===== src/rtl/vic_pkg.sv =====
package vic_pkg;
  typedef logic [7:0] vaddr_t;
  // word-aligned bank bases; addr[2] picks the upper bank
  localparam vaddr_t A_ROUTE  = 8'h00;
  localparam vaddr_t A_EN     = 8'h10;
  localparam vaddr_t A_ENCLR  = 8'h20;
  localparam vaddr_t A_ENSET  = 8'h30;
  localparam vaddr_t A_TRIG   = 8'h40;
  localparam vaddr_t A_SENSE  = 8'h50;
  localparam vaddr_t A_NOPEND = 8'h60;
  localparam vaddr_t A_MASTER = 8'h64;
  localparam vaddr_t A_IRQST  = 8'h80;
  localparam vaddr_t A_FIQST  = 8'h90;
  localparam vaddr_t A_RAW    = 8'hA0;
  localparam vaddr_t A_ACK    = 8'hB0;
  localparam vaddr_t A_SOFT   = 8'hC0;
  localparam vaddr_t A_PNUM   = 8'hD0;
endpackage


===== src/rtl/vic_cond.sv =====
// Per-source conditioning: polarity, software request, edge latch.
module vic_cond #(
  parameter int N = 64
) (
  input  logic         clk,
  input  logic         rst,
  input  logic [N-1:0] src_i,
  input  logic [N-1:0] sense_i,
  input  logic [N-1:0] soft_i,
  input  logic [N-1:0] trig_i,
  input  logic [N-1:0] ack_i,
  output logic [N-1:0] pend_o
);
  for (genvar g = 0; g < N; g++) begin : g_src
    logic act, act_q, lat;
    assign act = (src_i[g] ^ sense_i[g]) | soft_i[g];
    always_ff @(posedge clk) begin
      if (rst) begin
        act_q <= 1'b0;
        lat   <= 1'b0;
      end else begin
        act_q <= act;
        // a fresh edge outranks an acknowledge in the same cycle
        lat   <= trig_i[g] & ((lat & ~ack_i[g]) | (act & ~act_q));
      end
    end
    assign pend_o[g] = trig_i[g] ? lat : act;
  end
endmodule


===== src/rtl/vic_lowest.sv =====
// Lowest set index finder.
module vic_lowest #(
  parameter int N = 64,
  parameter int W = $clog2(N)
) (
  input  logic [N-1:0] vec_i,
  output logic         hit_o,
  output logic [W-1:0] idx_o
);
  always_comb begin
    hit_o = |vec_i;
    idx_o = '0;
    for (int i = N - 1; i >= 0; i--) begin
      if (vec_i[i]) idx_o = W'(i);
    end
  end
endmodule


===== src/rtl/vic_dual_bank.sv =====
module vic_dual_bank
  import vic_pkg::*;
#(
  parameter int DATA_W      = 32,
  parameter int NOPEND_INIT = 64
) (
  input  logic                clk,
  input  logic                rst,
  input  logic                wr_en,
  input  logic                rd_en,
  input  logic [7:0]          addr,
  input  logic [DATA_W-1:0]   wdata,
  output logic [DATA_W-1:0]   rdata,
  input  logic [2*DATA_W-1:0] src_in,
  output logic                irq_o,
  output logic                fiq_o
);
  localparam int NUM_SRC = 2 * DATA_W;
  localparam int IDX_W   = $clog2(NUM_SRC);

  logic [DATA_W-1:0] route_b [2];
  logic [DATA_W-1:0] en_b    [2];
  logic [DATA_W-1:0] trig_b  [2];
  logic [DATA_W-1:0] sense_b [2];
  logic [DATA_W-1:0] soft_b  [2];
  logic [1:0]        master_q;
  logic [DATA_W-1:0] nopend_q;

  logic [NUM_SRC-1:0] route_v, en_v, trig_v, sense_v, soft_v;
  logic [NUM_SRC-1:0] ack_v, pend_v, irq_st, fiq_st;
  logic [7:0]         base;
  logic               hi;
  logic               pn_hit;
  logic [IDX_W-1:0]   pn_idx;
  logic [DATA_W-1:0]  rd_mux;

  assign base = {addr[7:3], 3'b000};
  assign hi   = addr[2];

  assign route_v = {route_b[1], route_b[0]};
  assign en_v    = {en_b[1],    en_b[0]};
  assign trig_v  = {trig_b[1],  trig_b[0]};
  assign sense_v = {sense_b[1], sense_b[0]};
  assign soft_v  = {soft_b[1],  soft_b[0]};

  // register writes
  always_ff @(posedge clk) begin
    if (rst) begin
      for (int b = 0; b < 2; b++) begin
        route_b[b] <= '0;
        en_b[b]    <= '0;
        trig_b[b]  <= '0;
        sense_b[b] <= '0;
        soft_b[b]  <= '0;
      end
      master_q <= '0;
      nopend_q <= DATA_W'(NOPEND_INIT);
    end else if (wr_en) begin
      case (base)
        A_ROUTE:  route_b[hi] <= wdata;
        A_EN:     en_b[hi]    <= wdata;
        A_ENCLR:  en_b[hi]    <= en_b[hi] & ~wdata;
        A_ENSET:  en_b[hi]    <= en_b[hi] | wdata;
        A_TRIG:   trig_b[hi]  <= wdata;
        A_SENSE:  sense_b[hi] <= wdata;
        A_SOFT:   soft_b[hi]  <= wdata;
        A_NOPEND: begin
          if (hi) master_q <= wdata[1:0];
          else    nopend_q <= wdata;
        end
        default: ;
      endcase
    end
  end

  // acknowledge pulse aligned to the addressed bank
  always_comb begin
    ack_v = '0;
    if (wr_en && base == A_ACK)
      ack_v = hi ? {wdata, {DATA_W{1'b0}}} : {{DATA_W{1'b0}}, wdata};
  end

  vic_cond #(.N(NUM_SRC)) u_cond (
    .clk     (clk),
    .rst     (rst),
    .src_i   (src_in),
    .sense_i (sense_v),
    .soft_i  (soft_v),
    .trig_i  (trig_v),
    .ack_i   (ack_v),
    .pend_o  (pend_v)
  );

  assign irq_st = pend_v & en_v & ~route_v;
  assign fiq_st = pend_v & en_v & route_v;

  vic_lowest #(.N(NUM_SRC), .W(IDX_W)) u_low (
    .vec_i (irq_st),
    .hit_o (pn_hit),
    .idx_o (pn_idx)
  );

  always_ff @(posedge clk) begin
    if (rst) begin
      irq_o <= 1'b0;
      fiq_o <= 1'b0;
    end else begin
      irq_o <= master_q[0] & (|irq_st);
      fiq_o <= master_q[1] & (|fiq_st);
    end
  end

  // read mux
  always_comb begin
    case (base)
      A_ROUTE:  rd_mux = route_b[hi];
      A_EN:     rd_mux = en_b[hi];
      A_TRIG:   rd_mux = trig_b[hi];
      A_SENSE:  rd_mux = sense_b[hi];
      A_SOFT:   rd_mux = soft_b[hi];
      A_NOPEND: rd_mux = hi ? DATA_W'(master_q) : nopend_q;
      A_IRQST:  rd_mux = hi ? irq_st[NUM_SRC-1:DATA_W] : irq_st[DATA_W-1:0];
      A_FIQST:  rd_mux = hi ? fiq_st[NUM_SRC-1:DATA_W] : fiq_st[DATA_W-1:0];
      A_RAW:    rd_mux = hi ? pend_v[NUM_SRC-1:DATA_W] : pend_v[DATA_W-1:0];
      A_PNUM:   rd_mux = hi ? '0 : (pn_hit ? DATA_W'(pn_idx) : nopend_q);
      default:  rd_mux = '0;
    endcase
  end

  always_ff @(posedge clk) begin
    if (rst)        rdata <= '0;
    else if (rd_en) rdata <= rd_mux;
  end
endmodule


===== config.mk =====
export PLATFORM = sky130hd
export DESIGN_NAME = vic_dual_bank
export DESIGN_NICKNAME = d
export VERILOG_FILES = /design/src/rtl/vic_pkg.sv /design/src/rtl/vic_cond.sv /design/src/rtl/vic_lowest.sv /design/src/rtl/vic_dual_bank.sv
export SDC_FILE = /design/constraint.sdc
export NUM_CORES = 1
export LEC_CHECK = 0
export BUFFER_PORTS_ARGS = -buffer_cell sky130_fd_sc_hd__buf_2
export CORE_ASPECT_RATIO = 0.75
export CORE_UTILIZATION = 65
export CTS_BUF_LIST = sky130_fd_sc_hd__clkbuf_4 sky130_fd_sc_hd__clkbuf_8
export CTS_CLUSTER_DIAMETER = 150
export DETAILED_ROUTE_END_ITERATION = 16
export GPL_TIMING_DRIVEN = 0
export MAX_ROUTING_LAYER = met4
export PLACE_DENSITY_LB_ADDON = 0.08
export REMOVE_ABC_BUFFERS = 1
export SLEW_MARGIN = 10
export SYNTH_ARGS = -nofsm -noshare
export SYNTH_HDL_FRONTEND = slang
export SYNTH_HIERARCHICAL = 1
export SYNTH_SLANG_ARGS = --single-unit

===== constraint.sdc =====
create_clock -name clk -period 10.3 [get_ports clk]
set_input_delay 0 -clock clk [delete_from_list [all_inputs] [get_ports clk]]
set_output_delay 0 -clock clk [all_outputs]
set_load 0.005 [all_outputs]

Word-level counts from Yosys, hierarchy flattened
Memories as Yosys holds them, arrays and structs flattened. Cells that the tools add are included.

Register bits after elaboration: 196. Bits in writable memories: 320. Output and inout bits: 34. Memories: 5.

Memory list: en_b (words 2, bits a word 32, read ports 3, clocked after memory_dff 0, wr ports 2, line vic_dual_bank.sv:22) `logic [DATA_W-1:0] en_b [2];`; route_b (words 2, bits a word 32, read ports 3, clocked after memory_dff 0, wr ports 2, line vic_dual_bank.sv:21) `logic [DATA_W-1:0] route_b [2];`; sense_b (words 2, bits a word 32, read ports 3, clocked after memory_dff 0, wr ports 2, line vic_dual_bank.sv:24) `logic [DATA_W-1:0] sense_b [2];`; soft_b (words 2, bits a word 32, read ports 3, clocked after memory_dff 0, wr ports 2, line vic_dual_bank.sv:25) `logic [DATA_W-1:0] soft_b [2];`; trig_b (words 2, bits a word 32, read ports 3, clocked after memory_dff 0, wr ports 2, line vic_dual_bank.sv:23) `logic [DATA_W-1:0] trig_b [2];`.

Equal/unequal tests: 12. Mux-type cells: 184. Bitwise logic cells: 524. Reductions and logical operators: 11.

Operator list (count): 32-bit two-way mux (13); 6-bit two-way mux (64); 32-bit one-hot mux with 10 select lines (1); 1-bit AND (194); 64-bit AND (3); 32-bit OR reduction (5); 1-bit bitwise OR (130); 1-bit inverter (129); 64-bit two-way mux (2); 64-bit OR reduction (2); 1-bit two-way mux (104); 64-bit inverter (1); 1-bit XOR (64); 32-bit AND (1); 32-bit inverter (1); 32-bit bitwise OR (1); 5-bit == test, second input constant (6); 5-bit by 4-bit == test with 1-bit output, second input constant (3); 5-bit by 3-bit == test with 1-bit output, second input constant (2); 8-bit zero test (1); 3-bit AND reduction (2); 5-bit by 2-bit == test with 1-bit output, second input constant (1); 1-bit logical AND (1).

Longest topological paths before layout
An unclocked memory read counts as a cell.

Depth in word-level cells: 73. Depth in mapped cells: 15. Depth with buffers taken out: 15.

Cells and area by module
The synthesis kept the hierarchy.

Modules (own cells, without submodules): vic_dual_bank (instances 1, cells each 1935, area an instance 20784.9 µm², seq. area each 10970.5 µm²); vic_cond (instances 1, cells each 782, area an instance 6236.0 µm², seq. area each 2562.5 µm²); vic_lowest (instances 1, cells each 145, area an instance 887.1 µm², seq. area each 0.0 µm²).

Worst setup path before layout
OpenSTA, ideal clock, no wires.

Path type: input -> register. Start point: input port addr[4]. End point: memory soft_b[0][0], enable pin. Arrival time: 3.292 ns. Setup slack: 6.543 ns. Cell stages on the path: 6. Buffers on the path: 3. Path through: buf_2 -> or2_1 -> or2_1 -> buf_2 -> buf_2 -> o21ai_0.

RTL lines: from (decl) (line vic_dual_bank.sv:11) `input logic [7:0] addr,`; to (decl) (line vic_dual_bank.sv:25).

==> load_flow_metrics.sql <==
INSERT INTO impl_metrics (metric_group, metric, value, unit) VALUES
('sta', 'final_number_of_hold_violating_endpoints', '0', ''),
('finish', 'num-nets-final', '3216', ''),
('logic_synthesis', 'synthesis.area_per_instance', '9.751', 'µm²'),
('worst_setup_path', 'critical-path-max-stage-delay', '0.84', 'ns'),
('clock_tree', 'clock_sink_count', '516', ''),
('global_routing', 'grt_max_degree', '101', ''),
('finish', 'multi_input_comb_area', '13430', 'µm²'),
('logic_synthesis', 'ys_types', '81', ''),
('clock_tree', 'clk_transition_reported_paths', '0.06', 'ns'),
('clock_tree', 'number_of_cts_inserted_buffers', '79', ''),
('global_routing', 'grt_antenna_before_repair', '4', ''),
('clock_tree', 'cts_post_setup_buffers_inserted', '0', ''),
('sta', 'worst_pin_slew', '1.409', 'ns'),
('logic_synthesis', 'synth_warnings', '6', ''),
('worst_setup_path', 'worstRegToRegCells', '13', ''),
('finish', 'post_layout_nonfiller_instances', '3749', ''),
('finish', 'drive_above_1_share', '12.38', '%'),
('sta', 'finalCriticalPeriod', '5.252', 'ns'),
('drt', 'avgViaCountPerCell', '6.759', ''),
('worst_setup_path', 'timing.setup.critical_path_class', 'register to register', ''),
('die', 'die_h', '181.4', 'µm'),
('global_routing', 'grt_overflow', '0', ''),
('place', 'dp_hpwl', '64.55', 'mm'),
('worst_setup_path', 'timing.critical_path.from_type', 'register', ''),
('worst_setup_path', 'critical_path.cell_chain', 'xor2_1 > nor3_1 > a21oi_1 > and3b_1 > or4_4 > nor4b_4 > nand3_2 > nor2_2 > nand3b_1 > nor3_2 > a21o_2 > a2111oi_0 > a221oi_1', ''),
('sta', 'timing.slew.headroom', '5.753', '%'),
('run_status', 'status', 'complete, no violations', ''),
('drt', 'number_of_vias_after_detailed_routing', '25340', ''),
('worst_setup_path', 'cpMaxStageDelayCell', 'sky130_fd_sc_hd__a21o_2', ''),
('place', 'place_inst', '3446', ''),
('worst_setup_path', 'worstSetupEndpoint', 'rdata[2]$_SDFFE_PP0P_', ''),
('drt', 'first_pass_iters', '9', ''),
('finish', 'num-fill-cells', '2625', ''),
('worst_setup_path', 'worst-endpoint-arrival', '5.81', 'ns'),
('finish', 'finish.utilization', '78.24', '%'),
('die', 'initial_utilization', '66.12', '%'),
('logic_synthesis', 'synth_enable_flop_cells', '320', ''),
('clock_tree', 'root_buffer', 'sky130_fd_sc_hd__clkbuf_8', ''),
('die', 'rows', '65', ''),
('sta', 'grt_setup_unrepaired', 'no', ''),
('global_routing', 'gr-usage-all-layers', '46.03', '%'),
('clock_tree', 'tritoncts', 'yes', ''),
('global_routing', 'first_pass_grt_wire_length', '145.1', 'mm'),
('worst_setup_path', 'crit_path_start', 'sense_b[1][30]$_SDFFCE_PN0P_', ''),
('finish', 'area_of_all_sequential_standard_cells', '13530', 'µm²'),
('die', 'number_of_ports_placed_on_the_die_boundary', '142', ''),
('drt', 'wl_per_cell', '26.49', 'µm'),
('drt', 'drt-total-wl', '99.33', 'mm'),
('sta', 'setup_viol', '0', ''),
('clock_tree', 'clkLatencyLatePin', '0.67', 'ns'),
('sta', 'final.hold.worst_slack', '0.1020', 'ns'),
('logic_synthesis', 'ys.flop_type', 'sky130_fd_sc_hd__edfxtp_1', ''),
('logic_synthesis', 'proportion_of_register_bits_with_asynchronous_set_or_reset_after_synthesis', '0', '%'),
('hold_path', 'class_of_the_most_critical_hold_timing_path', 'input port to register', ''),
('sta', 'timing.setup.tns', '0', 'ns'),
('logic_synthesis', 'postSynthCellCount', '2862', ''),
('worst_setup_path', 'regToRegEndpoint', 'rdata[2]$_SDFFE_PP0P_', ''),
('sta', 'maxSlewViolCount', '0', ''),
('worst_setup_path', 'timing.rr.start', 'sense_b[1][30]$_SDFFCE_PN0P_', ''),
('sta', 'clock-skew-final', '0.03518', 'ns'),
('worst_setup_path', 'cp-end-kind', 'register', ''),
('logic_synthesis', 'synth-seq-cells', '516', ''),
('worst_setup_path', 'worstPathRequired', '10.85', 'ns'),
('drt', 'antenna_violating_nets_post_route', '0', ''),
('worst_setup_path', 'rrSetupSlack', '5.05', 'ns'),
('power', 'pwr_density_cell', '150.5', 'nW/µm²'),
('finish', 'most_common_cell_after_layout_fill_and_taps_aside', 'sky130_fd_sc_hd__and2_1', ''),
('die', 'design.die.area', '43780', 'µm²'),
('power', 'power_leakage', '12.74', 'nW'),
('drt', 'detail_route.iter0.violations', '3941', ''),
('place', 'place.port_buffers', '139', '');
## sequential cells by signal (all words and copies together), names as in the netlist
signal	count
irq_o	1
trig_b	64
sense_b	64
rdata	32
en_b	64
soft_b	64
fiq_o	1
master_q	2
u_cond/g_src.lat	64
route_b	64
u_cond/g_src.act_q	64
nopend_q	32
## report_power, final
| group | leakage, nW | internal (W) | switching [W] |
|---|---|---|---|
| registers | 4.65 | 0.00230 | 0.0000797 |
| clock network | 0.949 | 0.00107 | 0.000862 |
| logic | 7.14 | 0.000251 | 0.000409 |
| total | 12.7 | 0.00362 | 0.00135 |
## cell usage after synthesis (5+ instances only)
master                      count  area share (%)
sky130_fd_sc_hd__clkbuf_1     103             1.4
sky130_fd_sc_hd__o31ai_1        5            0.13
sky130_fd_sc_hd__buf_6         15            0.61
sky130_fd_sc_hd__o2bb2ai_1     14            0.44
sky130_fd_sc_hd__o21ai_0       44            0.79
sky130_fd_sc_hd__nor2_1       266             3.6
sky130_fd_sc_hd__a22o_1         7            0.22
sky130_fd_sc_hd__and3b_1       48             1.5
sky130_fd_sc_hd__a211oi_1      24            0.65
sky130_fd_sc_hd__or3_1          5            0.11
sky130_fd_sc_hd__inv_1         78             1.0
sky130_fd_sc_hd__a221oi_1      29            0.91
sky130_fd_sc_hd__nand3b_1       6            0.16
sky130_fd_sc_hd__and2_1       321             7.2
sky130_fd_sc_hd__o221ai_1       5            0.16
sky130_fd_sc_hd__or4_1          9            0.24
sky130_fd_sc_hd__nand3_1       75             1.3
sky130_fd_sc_hd__dfxtp_1      196              14
sky130_fd_sc_hd__o22ai_1       70             1.6
sky130_fd_sc_hd__xor2_1        70             2.2
sky130_fd_sc_hd__a21oi_1      215             3.9
sky130_fd_sc_hd__nand2_1      148             2.0
sky130_fd_sc_hd__buf_4         10            0.27
sky130_fd_sc_hd__nor3_1       132             2.4
sky130_fd_sc_hd__mux2_2        12            0.48
sky130_fd_sc_hd__buf_1          6           0.081
sky130_fd_sc_hd__edfxtp_1     320              34
sky130_fd_sc_hd__buf_2         37            0.66
sky130_fd_sc_hd__nor2b_1        9            0.20
sky130_fd_sc_hd__mux2i_1      225             8.1
sky130_fd_sc_hd__nor4_1        41            0.92
sky130_fd_sc_hd__a31oi_1        5            0.11
sky130_fd_sc_hd__nand2b_1     134             3.0
sky130_fd_sc_hd__o21bai_1      67             1.8
sky130_fd_sc_hd__nand4_1       23            0.52
## per-layer routing
layer	track usage [%]	share of wire, %
met1	58.81	37
met2	68.38	44
met3	11.57	14
met4	22.25	5.2
met5	-	0
## worst min path at each step
stage	from	to	slack, ns	depth (start not counted)
4_1_cts	addr[6]	rdata[25]$_SDFFE_PP0P_	0.05	4
2_1_floorplan	rst	rdata[0]$_SDFFE_PP0P_	0.07	1
3_5_place_dp	src_in[27]	u_cond/g_src[27].act_q$_SDFF_PP0_	0.34	4
6_report	addr[6]	rdata[25]$_SDFFE_PP0P_	0.10	4
3_3_place_gp	src_in[35]	u_cond/g_src[35].act_q$_SDFF_PP0_	0.34	4
5_1_grt	addr[3]	rdata[25]$_SDFFE_PP0P_	0.16	5
## through the flow
stage	instance area [µm²]	setup WS (ns)	power (W)
after floorplan	27070	6.580	0.002730
after global placement	28480	-3.456	0.002982
after detailed placement	29730	5.502	0.002998
after CTS	33010	5.434	0.004920
after global routing	33020	5.107	0.005089
final	33020	5.048	0.004971
## cell type report
type | instances | share of cell area, %
diodes | 5 | 0.03789
multi-input cells | 2095 | 40.65
repair buffers | 336 | 9.855
inverters | 80 | 0.9169
flip-flops and latches | 516 | 40.98
well taps | 569 | 2.156
clock inverters | 26 | 0.8260
clock buffers | 122 | 4.573
## cell families (layout without fill, tap and decap cells)
group,Yosys count,after routing,share of synthesized area [%]
flip-flops,516,516,48.49
XOR/XNOR,71,71,2.228
AO/OA/AOI/OAI,531,531,12.10
buffers and inverters,251,564,4.080
AND/OR/NAND/NOR,1256,1256,24.55
multiplexers,237,237,8.554
other,0,5,0
## worst max-delay path: cells and delay by family, from the launching register on
family                    cells  cell delay, ns
DFF                           1            0.41
and+or+nand+nor               8            2.74
xor gates and xnor gates      1            0.21
AOI/OAI and AO/OA             4            1.75
## what timing repair did
action                                 4_1_cts  5_1_grt
endpoints found under the hold margin      497        0
hold buffers                               150        0
resized for setup                            0        0
setup endpoints to repair                    0        0
Power figures use the tool's default switching activity.
